$ cat src/rtl/hzd_pkg.sv
package hzd_pkg;
  localparam int REG_AW = 5;
  localparam int NUM_OPS = 2;

  typedef enum logic [1:0] {
    SEL_RF  = 2'b00,
    SEL_WB  = 2'b01,
    SEL_MEM = 2'b10
  } fwd_sel_e;

  // A producing stage supplies a register when it writes, the target is not r0,
  // and the target equals the consumer's source.
  function automatic logic supplies(input logic wr,
                                    input logic [REG_AW-1:0] dst,
                                    input logic [REG_AW-1:0] src);
    return wr && (dst != '0) && (dst == src);
  endfunction
endpackage

$ cat src/rtl/hzd_fwd_pick.sv
module hzd_fwd_pick
  import hzd_pkg::*;
(
  input  logic [REG_AW-1:0] src,
  input  logic [REG_AW-1:0] mem_dst,
  input  logic              mem_wr,
  input  logic [REG_AW-1:0] wb_dst,
  input  logic              wb_wr,
  output logic [1:0]        sel
);
  logic from_mem, from_wb;

  assign from_mem = supplies(mem_wr, mem_dst, src);
  assign from_wb  = supplies(wb_wr, wb_dst, src);

  always_comb begin
    if (from_mem)     sel = SEL_MEM;
    else if (from_wb) sel = SEL_WB;
    else              sel = SEL_RF;
  end
endmodule

$ cat src/rtl/hzd_load_use.sv
module hzd_load_use
  import hzd_pkg::*;
(
  input  logic [REG_AW-1:0] ex_dst,
  input  logic              ex_wr,
  input  logic              ex_load,
  input  logic [REG_AW-1:0] id_rs,
  input  logic [REG_AW-1:0] id_rt,
  output logic              hit
);
  assign hit = ex_load && (supplies(ex_wr, ex_dst, id_rs) ||
                           supplies(ex_wr, ex_dst, id_rt));
endmodule

$ cat src/rtl/hzd_branch_dep.sv
module hzd_branch_dep
  import hzd_pkg::*;
(
  input  logic              id_branch,
  input  logic [REG_AW-1:0] id_rs,
  input  logic [REG_AW-1:0] id_rt,
  input  logic [REG_AW-1:0] ex_dst,
  input  logic              ex_wr,
  input  logic [REG_AW-1:0] mem_dst,
  input  logic              mem_wr,
  input  logic              mem_load,
  output logic              hit_ex,
  output logic              hit_mem_load
);
  logic ex_dep, mem_dep;

  assign ex_dep  = supplies(ex_wr, ex_dst, id_rs) || supplies(ex_wr, ex_dst, id_rt);
  assign mem_dep = supplies(mem_wr, mem_dst, id_rs) || supplies(mem_wr, mem_dst, id_rt);

  // Any producer still in execute blocks the decode-stage compare.
  assign hit_ex = id_branch && ex_dep;
  // A load in the memory stage has no data until write-back.
  assign hit_mem_load = id_branch && mem_load && mem_dep;
endmodule

$ cat src/rtl/hzd_unit.sv
module hzd_unit
  import hzd_pkg::*;
(
  input  logic [4:0] ex_rs,
  input  logic [4:0] ex_rt,
  input  logic [4:0] ex_dst,
  input  logic       ex_reg_write,
  input  logic       ex_mem_read,
  input  logic [4:0] mem_dst,
  input  logic       mem_reg_write,
  input  logic       mem_mem_read,
  input  logic [4:0] wb_dst,
  input  logic       wb_reg_write,
  input  logic [4:0] id_rs,
  input  logic [4:0] id_rt,
  input  logic       id_branch,
  output logic [1:0] fwd_a,
  output logic [1:0] fwd_b,
  output logic       pc_write,
  output logic       ifid_write,
  output logic       idex_bubble
);
  logic [REG_AW-1:0] op_src [NUM_OPS];
  logic [1:0]        op_sel [NUM_OPS];

  // Named events for the checker.
  logic lu_hit;
  logic br_ex_hit;
  logic br_mem_hit;
  logic stall;

  assign op_src[0] = ex_rs;
  assign op_src[1] = ex_rt;

  for (genvar g = 0; g < NUM_OPS; g++) begin : g_op
    hzd_fwd_pick u_pick (
      .src     (op_src[g]),
      .mem_dst (mem_dst),
      .mem_wr  (mem_reg_write),
      .wb_dst  (wb_dst),
      .wb_wr   (wb_reg_write),
      .sel     (op_sel[g])
    );
  end

  assign fwd_a = op_sel[0];
  assign fwd_b = op_sel[1];

  hzd_load_use u_lu (
    .ex_dst  (ex_dst),
    .ex_wr   (ex_reg_write),
    .ex_load (ex_mem_read),
    .id_rs   (id_rs),
    .id_rt   (id_rt),
    .hit     (lu_hit)
  );

  hzd_branch_dep u_br (
    .id_branch    (id_branch),
    .id_rs        (id_rs),
    .id_rt        (id_rt),
    .ex_dst       (ex_dst),
    .ex_wr        (ex_reg_write),
    .mem_dst      (mem_dst),
    .mem_wr       (mem_reg_write),
    .mem_load     (mem_mem_read),
    .hit_ex       (br_ex_hit),
    .hit_mem_load (br_mem_hit)
  );

  assign stall       = lu_hit || br_ex_hit || br_mem_hit;
  assign pc_write    = !stall;
  assign ifid_write  = !stall;
  assign idex_bubble = stall;
endmodule

$ cat config.mk
export PLATFORM = sky130hd
export DESIGN_NAME = hzd_unit
export DESIGN_NICKNAME = d
export VERILOG_FILES = /design/src/rtl/hzd_pkg.sv /design/src/rtl/hzd_fwd_pick.sv /design/src/rtl/hzd_load_use.sv /design/src/rtl/hzd_branch_dep.sv /design/src/rtl/hzd_unit.sv
export SDC_FILE = /design/constraint.sdc
export NUM_CORES = 1
export LEC_CHECK = 0
export BUFFER_PORTS_ARGS = -buffer_cell sky130_fd_sc_hd__buf_2
export CAP_MARGIN = 40
export CORE_ASPECT_RATIO = 1.1
export CORE_MARGIN = 3
export CORE_UTILIZATION = 41
export DETAILED_ROUTE_END_ITERATION = 8
export PLACE_DENSITY = 0.87
export SETUP_SLACK_MARGIN = 0.4
export SLEW_MARGIN = 10
export SYNTH_ARGS = -nofsm -noshare
export SYNTH_HDL_FRONTEND = slang
export SYNTH_HIERARCHICAL = 1
export SYNTH_SLANG_ARGS = --single-unit
$ cat constraint.sdc
create_clock -name vclk -period 1.7
set_input_delay 0.34 -clock vclk [all_inputs]
set_output_delay 0.34 -clock vclk [all_outputs]
set_load 0.02 [all_outputs]
# Yosys cells after proc, flatten, opt, wreduce, memory -nomap -nowiden
# Cells that the tools add are included.
dict set report totals {
  register_bits 0
  word_cells 35
}
dict set report op_classes {
  mux 4
  n_reduce_logical 23
  n_eq_ne 8
}
# operator n
set op_table {}
lappend op_table {{$eq A5 B5 Y1} 8}
lappend op_table {{$logic_and A1 B1 Y1} 15}
lappend op_table {{$reduce_bool A5 Y1} 3}
lappend op_table {{$logic_or A1 B1 Y1} 4}
lappend op_table {{$mux W2} 2}
lappend op_table {{$mux W1} 2}
lappend op_table {{$logic_not A1 Y1} 1}

# Logic depth before layout (Yosys ltp)
dict set report depth {
  word_depth 8
  ltp_mapped 6
}

# Cells and area by module
# Netlist, hierarchy kept.
# module area_per_inst_um2 seq_area_each_um2 n_inst cells_each
set by_module_without_submodules {}
lappend by_module_without_submodules {hzd_fwd_pick 158.9 0.0 2 21}
lappend by_module_without_submodules {hzd_branch_dep 256.5 0.0 1 34}
lappend by_module_without_submodules {hzd_load_use 132.6 0.0 1 17}
lappend by_module_without_submodules {hzd_unit 18.8 0.0 1 3}

# Least setup slack after synthesis
# Ideal clock, no wire load.
dict set report synth_path {
  path_kind {in2out}
  start {input port ex_dst[1]}
  end {output port pc_write}
  t_arrival_ns 1.888
  t_required_ns 1.360
  slack_ns -0.528
  path_buffers 1
  stages 5
  path_cell_list {or4_1 > o211ai_1 > a21oi_1 > nor3_1 > buf_4}
}
dict set report synth_between {
  elab_chain_cells 8
  elab_cells_between_ends 12
  cone_classes {2 x eq/ne; 10 x reduce/logical}
}
# item line_no
set synth_lines {}
lappend synth_lines {{from (decl)} hzd_unit.sv:6} ;# input logic [4:0] ex_dst,
lappend synth_lines {{$reduce_bool A5 Y1} hzd_pkg.sv:16} ;# return wr && (dst != '0) && (dst == src);
lappend synth_lines {{$logic_and A1 B1 Y1 (2 in a row)} hzd_pkg.sv:16}
lappend synth_lines {{$logic_or A1 B1 Y1 (*)} hzd_branch_dep.sv:17} ;# assign ex_dep = supplies(ex_wr, ex_dst, id_rs) || supplies(ex_wr, ex_dst, id_rt);
lappend synth_lines {{$logic_and A1 B1 Y1 (*)} hzd_branch_dep.sv:21} ;# assign hit_ex = id_branch && ex_dep;
lappend synth_lines {{net br_ex_hit} hzd_unit.sv:28} ;# logic br_ex_hit;
lappend synth_lines {{$logic_or A1 B1 Y1 (*) (2 in a row)} hzd_unit.sv:71} ;# assign stall = lu_hit || br_ex_hit || br_mem_hit;
lappend synth_lines {{$logic_not A1 Y1 (*)} -}
lappend synth_lines {{to (decl)} hzd_unit.sv:19} ;# output logic pc_write,
# Mark *: on every way through the listed nets, which the timed path passes. The rest lies on a longest branch.

# Final worst setup path
dict set report layout_path {
  start {input port ex_dst[3]}
  end {output port ifid_write}
}
dict set report layout_between {
  elab_chain_cells 8
  elab_cells_between_ends 12
  cone_classes {2 x eq/ne; 10 x reduce/logical}
}
# item line_no
set layout_lines {}
lappend layout_lines {{$reduce_bool A5 Y1} hzd_pkg.sv:16}
lappend layout_lines {{$logic_and A1 B1 Y1 (2 in a row)} hzd_pkg.sv:16}
lappend layout_lines {{$logic_or A1 B1 Y1 (*)} hzd_branch_dep.sv:17}
lappend layout_lines {{$logic_and A1 B1 Y1 (*)} hzd_branch_dep.sv:21}
lappend layout_lines {{net br_ex_hit} hzd_unit.sv:28}
lappend layout_lines {{$logic_or A1 B1 Y1 (*) (2 in a row)} hzd_unit.sv:71}
lappend layout_lines {{$logic_not A1 Y1 (*)} hzd_unit.sv:73} ;# assign ifid_write = !stall;
lappend layout_lines {{to (decl)} hzd_unit.sv:20} ;# output logic ifid_write,
# Marks and branches as above.

==> key figures <==
Outcome
  • Failing checks: setup timing
  • Outcome: finished, violations left

Global routing
  • Total GRT Usage: 0.282
  • First-pass GRT wire length: 4.91 mm
  • Grt total ovfl: 0
  • Initial antenna violation count: 0
  • Largest net degree at the start of global routing: 7
  • Number of global-route vias before repair: 1095

Setup path
  • Crit Path Class: in2out
  • Critical path startpoint category: input port
  • Arr. time, crit path: 1810 ps
  • Worst path required time: around 1400 ps
  • Kind of end point of the critical path: output port
  • Critical path fanouts, max: 4

Logic synthesis
  • Most frequent cell after synthesis: xor2_1
  • Synth Instances: 96
  • Top post-synthesis cells by count: 24 x xor2_1, 22 x xnor2_1, 11 x nor3_1
  • Synth Cell Area: 726 sq um
  • Cell taking the most area after synthesis: xor2_1
  • Synthesized Nets: 137
  • Post-synthesis cell type count: 17
  • Synth Warn #: 6
  • Top cell type's share of synthesized area: 0.290
  • Main area contributors after synthesis: xor2_1 29%, xnor2_1 27%, nor3_1 7.6%
  • Mean Syn Cell Area: 7.56 sq um
  • Sequential-to-total area share from yosys stat: 0

Cells and area
  • Fill cell count: 79
  • Layout cells sized above 1: 0.606
  • P&R area growth vs syn: 101%
  • Finished Core Util: 0.902
  • Diode count: 0
  • Seq_cells: 0
  • Area of the multi-input gates: 901 sq um
  • Nets: roughly 210
  • Register area: 0 sq um
  • # clk buffers: 0
  • Cell Count, Final, Fillers Out: 182

Timing
  • Setup violators final: 7
  • Fin. max-slew vios: 0
  • Fin crit share: 1.26
  • Fin crit period: around 2100 ps
  • Relative slew slack: 0.740
  • Final Hold Viols: 0
  • Achievable frequency: 465 MHz
  • Worst slew pin tran: 387 ps
  • Final worst setup slack: -449 ps
  • RSZ-0062 raised after global routing: true

Worst hold path
  • Hold EP: fwd_a[0]
  • Hold path depth: 4
  • Hold crit path type: in2out
  • Worst hold start: wb_reg_write

Floorplan
  • Die width: 46.1 um
  • Starting Density: 0.450
  • Die Y: 50.1 um
  • # IOs: 48
  • Die Area: 0.00231 sq mm
  • Core Area: ~0.0016 sq mm
  • Row count: 15

Place
  • Gpl congestion: 0.814
  • Final HPWL DP: 2.12 mm
  • Port buffer count: 48
  • Placed instance count: 178

Routing
  • Post-DR wirelength/cell: just over 20 um
  • Number of nets still failing antenna checks after routing: 0
  • Vias: 1106
  • Initial DRC count: 18
  • Initial DRT Pass Iterations: 4
  • Average vias per placed instance: 6.08
  • Final WL: about 3.7 mm
  • DRC viols: 0

Pwr
  • Cell leakage power: 0.620 nW
  • VDD IR-drop max: 0.183 mV
  • Pwr dens: approximately 270 mW/mm^2

Flow run
  • Max Cap Viol: 0
-- power by group --
part / switching, W / total [W] / internal [W]
registers: 0 / 0 / 0
clock network: 0 / 0 / 0
logic: 0.000201 / 0.000392 / 0.000191
total: 0.000201 / 0.000392 / 0.000191
-- worst max path at each step --
stage / cells after the start / end / slack [ps] / startpoint
4_1_cts: 6 / idex_bubble / -400 / mem_dst[4]
3_5_place_dp: 6 / idex_bubble / -440 / ex_dst[1]
5_1_grt: 7 / ifid_write / -440 / ex_dst[3]
3_3_place_gp: 6 / idex_bubble / -350 / ex_dst[1]
2_1_floorplan: 5 / pc_write / -310 / ex_dst[1]
6_report: 7 / ifid_write / -450 / ex_dst[3]
-- per-stage QoR --
stage	TNS [ps]	hold slack (ps)	setup WS, ps	area (sq um)	total power (W)
global placement	-1040	1070	-350	1130	0.000266
finish	-2060	1080	-449	1460	0.000392
CTS	-1700	1060	-399	1370	0.000343
floorplan	-593	855	-315	743	0.000128
detailed placement	-1410	1080	-438	1130	0.000280
global route	-2190	1100	-440	1460	0.000411
-- cell type report --
type | instances | share of cell area
multi-input combinational | 93 | 0.619
tap | 17 | 0.0146
timing repair buffer | 72 | 0.366
-- critical path, stage by stage --
cell,delay (ps)
buf_8,100
or4_4,520
o211ai_1,250
a21oi_2,70
buf_4,150
nor3_4,210
buf_6,150
-- logic make-up (layout without fill, tap and decap cells) --
logic type	after synthesis	count (layout)	share of synthesized area
compound gates	12	12	0.153
xor+xnor	46	46	0.555
buf+inv	3	72	0.0310
simple gates	35	35	0.260
-- per-layer routing --
layer | routed length [um] | up-vias | track usage
li1 | - | 479 | -
met1 | 1170 | 501 | 0.287
met2 | 1920 | 94 | 0.550
met3 | 355 | 32 | 0.0328
met4 | 289 | 0 | 0.0900
met5 | 0 | - | 0
-- cells in the final DEF (no fill, tap or decap), types with 2 or more instances in the layout --
cell,n
or4_4,2
a211oi_4,2
buf_6,18
nand2_1,3
buf_4,16
nor3_4,3
buf_2,36
xnor2_1,14
buf_8,2
nor3_1,9
a21oi_2,2
nor4_1,2
xnor2_2,7
o41ai_4,2
xor2_1,24
nand3_1,8
a21oi_1,3
nand3_2,2
-- what timing repair did --
item	in CTS	in global routing
setup buffers	4	0
cloned	0	0
resized for setup	44	16
setup endpoints to repair	7	7
hold buffers	0	0
pin swaps	18	7
No activity file was read; power rests on OpenSTA's default activity.
